### src/rtl/sgc_pkg.sv
package sgc_pkg;
    localparam int VEC_W     = 128;
    localparam int RES_W     = 64;
    localparam int MIN_EW    = 8;
    localparam int NUM_SIZES = 5;
    localparam int MAX_BITS  = VEC_W / MIN_EW;
    localparam int CNT_W     = $clog2(MAX_BITS + 1);
    localparam int CNT_BASE  = RES_W - 8;

    typedef enum logic [2:0] {
        ESZ_BYTE  = 3'd0,
        ESZ_HALF  = 3'd1,
        ESZ_WORD  = 3'd2,
        ESZ_DWORD = 3'd3,
        ESZ_QUAD  = 3'd4
    } esize_e;

    typedef struct packed {
        logic             illegal;
        logic [RES_W-1:0] data;
    } sgc_res_t;

    function automatic logic size_defined(input logic [2:0] s);
        return s <= 3'(ESZ_QUAD);
    endfunction
endpackage

### src/rtl/sgc_gather.sv
module sgc_gather
    import sgc_pkg::*;
(
    input  logic [VEC_W-1:0]    vec,
    input  logic [2:0]          size,
    output logic [MAX_BITS-1:0] mask,
    output logic [MAX_BITS-1:0] lanes
);
    logic [MAX_BITS-1:0] per_size [NUM_SIZES];

    for (genvar s = 0; s < NUM_SIZES; s++) begin : g_size
        localparam int EW = MIN_EW << s;
        localparam int N  = VEC_W / EW;
        logic [MAX_BITS-1:0] bits_g;
        always_comb begin
            bits_g = '0;
            for (int e = 0; e < N; e++) begin
                bits_g[e] = vec[e*EW + EW - 1];
            end
        end
        assign per_size[s] = bits_g;
    end

    always_comb begin
        mask  = '0;
        lanes = '0;
        if (size_defined(size)) begin
            mask  = per_size[size];
            lanes = MAX_BITS'((32'd1 << (MAX_BITS >> size)) - 32'd1);
        end
    end
endmodule

### src/rtl/sgc_count.sv
module sgc_count
    import sgc_pkg::*;
(
    input  logic [MAX_BITS-1:0] mask,
    input  logic [MAX_BITS-1:0] lanes,
    input  logic                pol,
    output logic [CNT_W-1:0]    cnt
);
    always_comb begin
        cnt = '0;
        for (int i = 0; i < MAX_BITS; i++) begin
            if (lanes[i] && (mask[i] == pol)) cnt = cnt + CNT_W'(1);
        end
    end
endmodule

### src/rtl/sign_gather_count.sv
module sign_gather_count
    import sgc_pkg::*;
(
    input  logic         clk,
    input  logic         rst,
    input  logic         in_valid,
    input  logic [127:0] in_vec,
    input  logic [2:0]   in_size,
    input  logic         in_count,
    input  logic         in_pol,
    output logic         out_valid,
    output logic [63:0]  out_result,
    output logic         out_illegal
);
    logic [MAX_BITS-1:0] mask, lanes;
    logic [CNT_W-1:0]    cnt;
    sgc_res_t            nxt, held;
    logic                bad;

    sgc_gather u_gather (.vec(in_vec), .size(in_size), .mask(mask), .lanes(lanes));
    sgc_count  u_count  (.mask(mask), .lanes(lanes), .pol(in_pol), .cnt(cnt));

    always_comb begin
        bad = !size_defined(in_size) || (in_count && (in_size == 3'(ESZ_QUAD)));
        nxt.illegal = bad;
        if (bad)
            nxt.data = '0;
        else if (in_count)
            nxt.data = RES_W'(cnt) << (CNT_BASE + int'(in_size));
        else
            nxt.data = RES_W'(mask);
    end

    always_ff @(posedge clk) begin
        if (rst) begin
            out_valid <= 1'b0;
            held      <= '0;
        end else begin
            out_valid <= in_valid;
            if (in_valid) held <= nxt;
        end
    end

    assign out_result  = held.data;
    assign out_illegal = held.illegal;

    a_r2_valid_follows: assert property (@(posedge clk) disable iff (rst)
        in_valid |=> out_valid);
    a_r2_valid_drops: assert property (@(posedge clk) disable iff (rst)
        !in_valid |=> !out_valid);
    a_r3_hold_idle: assert property (@(posedge clk) disable iff (rst)
        !in_valid |=> ($stable(out_result) && $stable(out_illegal)));
    a_r9_illegal_zero: assert property (@(posedge clk) disable iff (rst)
        out_illegal |-> (out_result == '0));
    a_r4_mask_width: assert property (@(posedge clk) disable iff (rst)
        (in_valid && !in_count && in_size <= 3'd4)
        |=> ((out_result >> (MAX_BITS >> $past(in_size))) == '0));
    a_r8_count_low_zero: assert property (@(posedge clk) disable iff (rst)
        (in_valid && in_count && in_size < 3'd4) |=> (out_result[55:0] == '0));
endmodule

### config.mk
export PLATFORM = sky130hd
export DESIGN_NAME = sign_gather_count
export DESIGN_NICKNAME = d
export VERILOG_FILES = /design/src/rtl/sgc_pkg.sv /design/src/rtl/sgc_gather.sv /design/src/rtl/sgc_count.sv /design/src/rtl/sign_gather_count.sv
export SDC_FILE = /design/constraint.sdc
export NUM_CORES = 1
export LEC_CHECK = 0
export ABC_AREA = 0
export ABC_CLOCK_PERIOD_IN_PS = 17100
export BUFFER_PORTS_ARGS = -buffer_cell sky130_fd_sc_hd__buf_2
export CAP_MARGIN = 20
export CORE_MARGIN = 2
export CORE_UTILIZATION = 40
export DETAILED_ROUTE_END_ITERATION = 12
export PLACE_DENSITY_LB_ADDON = 0.1
export SLEW_MARGIN = 20
export SYNTH_ARGS = -nofsm -noshare
export SYNTH_HDL_FRONTEND = slang
export SYNTH_SLANG_ARGS = --single-unit
### constraint.sdc
create_clock -name clk -period 17.1 [get_ports clk]
set_input_delay 0.855 -clock clk [delete_from_list [all_inputs] [get_ports clk]]
set_output_delay 0.855 -clock clk [all_outputs]
set_load 0.05 [all_outputs]
======== Word-level counts from Yosys, hierarchy flattened ========
Index checks and enable logic that the tools add are counted.
word-level totals
  register bits after elaboration ......... 66
  bits of input ports ..................... 136
operators by class
  shift operators ......................... 3
  reductions and logical operators ........ 19
  add/sub/neg operators ................... 17
  magnitude comparators ................... 2
  muxes and demuxes ....................... 23
  bitwise operators ....................... 1
  equal/unequal tests ..................... 17
operator list
  cell                                                number
  two-way mux 64 bit                                  2
  two-way mux 5 bit                                   15
  adder 5 x 1 -> 5 bit, second input constant         14
  two-way mux 16 bit                                  4
  left shift 5 x 7 -> 64 bit                          1
  binary-select mux 16 bit (select 3 bit)             1
  left shift 1 x 32 -> 16 bit, first input constant   1
  >> shifter 5 x 3 -> 32 bit, first input constant    1
  logical AND 1 bit                                   17
  equality test 1 bit                                 16
  subtractor 16 x 1 -> 16 bit, second input constant  1
  adder 6 x 3 -> 7 bit, first input constant          1
  >= comparator 4 bit, second input constant          1
  NOT 3 -> 4 bit                                      1
  equality test 3 bit, second input constant          1
  <= comparator 3 bit, second input constant          1
  adder 1 x 1 -> 2 bit, second input constant         1
  logical NOT 1 bit                                   1
  logical OR 1 bit                                    1
  two-way mux 1 bit                                   1

======== Longest topological paths before layout ========
  depth in word-level cells ............... 41
  mapped depth ............................ 51

======== Modules after synthesis ========
Synthesis repeated with hierarchy kept, for this count alone.
second synthesis, totals
  cell total of the unflattened synthesis .. 537
  area total of the unflattened synthesis .. 4113.9 µm²
by module, submodules not included
  module             cells an instance  sequential area each (µm²)  times used  area an instance (µm²)
  sgc_count          328                0.0                         1           2318.5
  sign_gather_count  148                520.5                       1           1398.8
  sgc_gather         61                 0.0                         1           396.6

======== Least setup slack after synthesis ========
No wires, ideal clock.
  path kind ............................... input port to flip-flop
  start ................................... input port in_size[2]
  end ..................................... register held (netlist bit out_result[60])
  arrival ................................. 9431 ps
  library setup time ...................... 73 ps
  stages .................................. 50
  setup slack ............................. 7596 ps
  data required time ...................... 17027 ps
  buffers on the path ..................... 3
  path through ............................ buf_2 > buf_1 > clkbuf_1 > nand2_1 > ha_1 > or3_1 > or4_4 > a21oi_1 > o21bai_1 > ha_1 > a21o_1 > o211ai_1 > inv_1 > ha_1 > nor2_1 > o22ai_1 > o21ai_1 > xnor2_1 > [14 not listed] > nor2_1 > a221o_1 > inv_1 > ha_1 > xor2_1 > a31oi_1 > o31ai_1 > ha_1 > o21ai_0 > inv_1 > ha_1 > nand2_1 > xnor2_1 > nor2_1 > a21oi_1 > a211oi_1 > a22oi_1 > nor3_2
on the way
  cells in the longest elaborated chain, start to end .. 41
  elaborated cells on any way between the ends .. 81
  classes of those cells .................. add/sub: 17; order compare: 1; eq/ne: 17; shift: 3; mux: 23; bitwise: 1; reduce/logical: 19
RTL lines
  what                                                                                  RTL line                 source
  from (decl)                                                                           sign_gather_count.sv:8   input logic [2:0] in_size,
  parallel branches: the longest is 40 deep, another holds subtractor 16 x 1 -> 16 bit  n/a
  two-way mux 64 bit *                                                                  sign_gather_count.sv:26  if (bad)
  to (signal assigned)                                                                  sign_gather_count.sv:40  if (in_valid) held <= nxt;
  to (decl)                                                                             sign_gather_count.sv:17  sgc_res_t nxt, held;
Every way passes the cells marked *. The select of a mux whose other input is x is not followed.
A chain may end at the register's enable or synchronous reset.

======== Worst setup path after layout ========
  start ................................... input port in_size[0]
  end ..................................... register held (netlist bit out_result[60])
Same word-level chain as after synthesis.

==> flow_metrics.env <==
export IMPL_n_fill_cell=1069
export IMPL_gpl_congestion=0.827
export IMPL_routed_via_density=5.39
export IMPL_die_height_um=105
export IMPL_min_path_type="reg -> reg"
export IMPL_first_pass_grt_wire_length_um=17300
export IMPL_synth_enable_flop_cells=0
export IMPL_floorplan_initialDensity=0.415
export IMPL_post_dp_hpwl_um=8280
export IMPL_slowest_delay_ns=0.49
export IMPL_cts_sinks=26
export IMPL_clock_fmax_mhz=94.8
export IMPL_synth_yosys_seq_area_share=0.128
export IMPL_grt_setup_unrepaired="false"
export IMPL_coreArea_um2=9820
export IMPL_routed_wl_um=10300
export IMPL_postRouteAntennaNets=0
export IMPL_syn_to_final_growth_pct=4.49
export IMPL_setup_viol=0
export IMPL_critical_path_top_cell_by_count="ha_1"
export IMPL_count_of_buffers_from_port_buffering=49
export IMPL_timing_final_max_slew_violations=0
export IMPL_via_count=3728
export IMPL_number_of_antenna_violations_at_the_first_check_in_global_routing=0
export IMPL_report_final_hold_viol_count=0
export IMPL_grt_total_usage=0.187
export IMPL_yosys_area_top_type="dfxtp_1"
export IMPL_clock_tree_from_tritoncts="built"
export IMPL_netlist_area_before_placement_um2=4070
export IMPL_clock_tree_buffer_depth=2
export IMPL_h_tree_lvls=1
export IMPL_drive_above_1_share=0.138
export IMPL_cts_hold_repair_buffers=0
export IMPL_yosys_area_top_type_share=0.128
export IMPL_multiInputGateArea_um2=3200
export IMPL_ys_top_cells_by_area="dfxtp_1 13%, xnor2_1 8.6%, buf_4 7.4%"
export IMPL_die_area_um2=11000
export IMPL_fin_setup_tns_ns=0
export IMPL_core_rowCount=36
export IMPL_postSynthAreaPerCell_um2=7.61
export IMPL_area_sequential_um2=520
export IMPL_max_cap_viols=0
export IMPL_fin_crit_ns=10.55
export IMPL_power_combinational_fraction=0.691
export IMPL_yosys_warnings=0
export IMPL_diodes=0
export IMPL_final_period_utilization=0.617
export IMPL_cts_reportedPaths_clkPinSlew_ns=0.08
export IMPL_fin_worst_skew_ns=0
export IMPL_worstPathRequired_ns=17.30
export IMPL_critical_path_peak_fanout=32
export IMPL_switching_share=0.492
export IMPL_cp_slowest_cell="buf_2"
export IMPL_cts_repair_resized=0
export IMPL_insertion_delay_ns=0.26
export IMPL_worst_ep_arrival_time_ns=10.75
export IMPL_synthArstFlopShare=0
export IMPL_timing_critical_path_from_type="input port"
export IMPL_root_buffer="clkbuf_8"
export IMPL_layout_cell_area_non_filler_um2=4250
export IMPL_final_nets=713
export IMPL_drc=0
export IMPL_power_static_leakage_nw=1.71
export IMPL_endpoint_kind="flop"
export IMPL_io_pin_count=202
export IMPL_power_sequential_fraction=0.202
export IMPL_switching_power_mw=0.152
export IMPL_drt_first_pass_iters=4
export IMPL_wl_per_cell_um=14.9
export IMPL_cts_setup_buffers=0
export IMPL_grt_overflow_total=0
export IMPL_dominantRegCellSynth="dfxtp_1"
export IMPL_synth_seq_cells=26
export IMPL_synthCells=535
export IMPL_first_global_vias=3507
export IMPL_grt_max_degree=34
export IMPL_synth_lib_cells_used_distinct=77
export IMPL_vdd_ir_drop_worst_v=0.0000505
export IMPL_status="completed"
export IMPL_slew_headroom=0.384
export IMPL_power_share_clock=0.107
export IMPL_drt_iter0_drc=150
export IMPL_worstMarginPinSlew_ns=0.898
export IMPL_intPower_mw=0.157
export IMPL_total_power_divided_by_cell_area_nw_per_um2=72.4
export IMPL_placedInstanceArea_um2=4210
export IMPL_chipWidth_um=105
export IMPL_critPathKind="in -> reg"
export IMPL_cts_buffers_inserted=3
## synthesized netlist by cell type (all sizes together), types with 12 or more instances
cell	n
nand2	43
ha	16
mux2i	16
nor2	50
inv	18
a22oi	13
buf	48
nor3	12
a21oi	34
xnor2	42
clkbuf	20
xor2	22
o21ai	16
dfxtp	26
## final timing paths
check / depth (start not counted) / slack (ns) / startpoint / endpoint
setup / recovery: 48 / 6.55 / in_size[0] / out_result[60]
hold / removal: 1 / 0.47 / out_result[62] / out_result[62]
setup reg to reg: 4 / 16.13 / out_result[61] / out_result[61]
hold reg to reg: 1 / 0.47 / out_result[62] / out_result[62]
## flip-flops by register name, indices dropped and copies added, names as in the netlist
register     count
out_illegal      1
out_result      24
out_valid        1
## stage by stage
stage / hold WS, ns / power (mW) / cells / setup slack, ns / util
after floorplan: 0.686 / 0.246 / 574 / 7.60 / -
after global placement: 0.444 / 0.272 / 689 / 6.42 / 0.429
after detailed placement: 0.440 / 0.275 / 689 / 6.31 / 0.429
after CTS: 0.468 / 0.309 / 692 / 6.55 / 0.433
after global routing: 0.497 / 0.339 / 692 / 5.46 / 0.433
final: 0.467 / 0.308 / 692 / 6.55 / 0.433
## worst max-delay path, delay by kind of cell
family,cells,cell delay [ns]
AND/OR/NAND/NOR,11,1.68
adder cells (fa/ha/maj),8,2.48
XOR/XNOR,5,0.83
AO/OA/AOI/OAI,19,3.98
multiplexers,1,0.12
buffers and inverters,4,0.79
## cell type report
cell class | count | area share
Inverter | 20 | 0.0177
Tap cell | 133 | 0.0391
Multi-Input combinational cell | 460 | 0.752
Clock buffer | 3 | 0.00971
Timing Repair Buffer | 50 | 0.0594
Sequential cell | 26 | 0.122
## cells in the final DEF, fill, tap and decap left out, drive strengths merged, types with 3 or more instances in the layout
cell type	n
xnor3	5
and2	4
nand2b	7
nand3b	5
or2	5
conb	40
nor3	12
a21oi	34
xor2	22
o2111ai	5
nor4	11
nor2b	11
o311a	3
nor2	50
a22oi	13
dfxtp	26
a211oi	4
nand2	43
nor3b	5
clkbuf	3
xor3	3
o21bai	3
buf	50
nand3	10
nor4b	3
o31ai	4
or3	6
and3	4
inv	18
xnor2	42
ha	16
mux2	5
a221o	4
a21o	5
o211ai	6
o21ai	16
o21a	4
o22ai	5
mux2i	16
## logic make-up (layout without fill, tap and decap cells)
logic type | count (synthesis) | count (layout) | synth area share
xor gates and xnor gates | 72 | 72 | 0.192
muxes | 21 | 21 | 0.0532
buffers and inverters | 88 | 73 | 0.123
other | 1 | 40 | 0.000921
DFF | 26 | 26 | 0.128
and+or+nand+nor | 186 | 186 | 0.238
adders and majority gates | 18 | 18 | 0.0541
AOI/OAI and AO/OA | 123 | 123 | 0.212
## power by group through the flow
| stage | combinational (mW) | clock, mW | sequential, mW |
|---|---|---|---|
| finish | 0.213 | 0.0329 | 0.0622 |
| global route | 0.239 | 0.0377 | 0.0624 |
| CTS | 0.212 | 0.0342 | 0.0622 |
| detailed placement | 0.211 | 0 | 0.0636 |
| global placement | 0.208 | 0 | 0.0636 |
| floorplan | 0.178 | 0 | 0.0677 |
## metal layers
| layer | share of wire | wire [um] | global-route usage |
|---|---|---|---|
| met5 | 0 | 0 | 0 |
| met1 | 0.49 | 5020 | 0.264 |
| met4 | 0.0062 | 64 | 0.0305 |
| met2 | 0.45 | 4610 | 0.311 |
| met3 | 0.057 | 583 | 0.0206 |
Note: power is estimated with default switching activity, not from simulation.
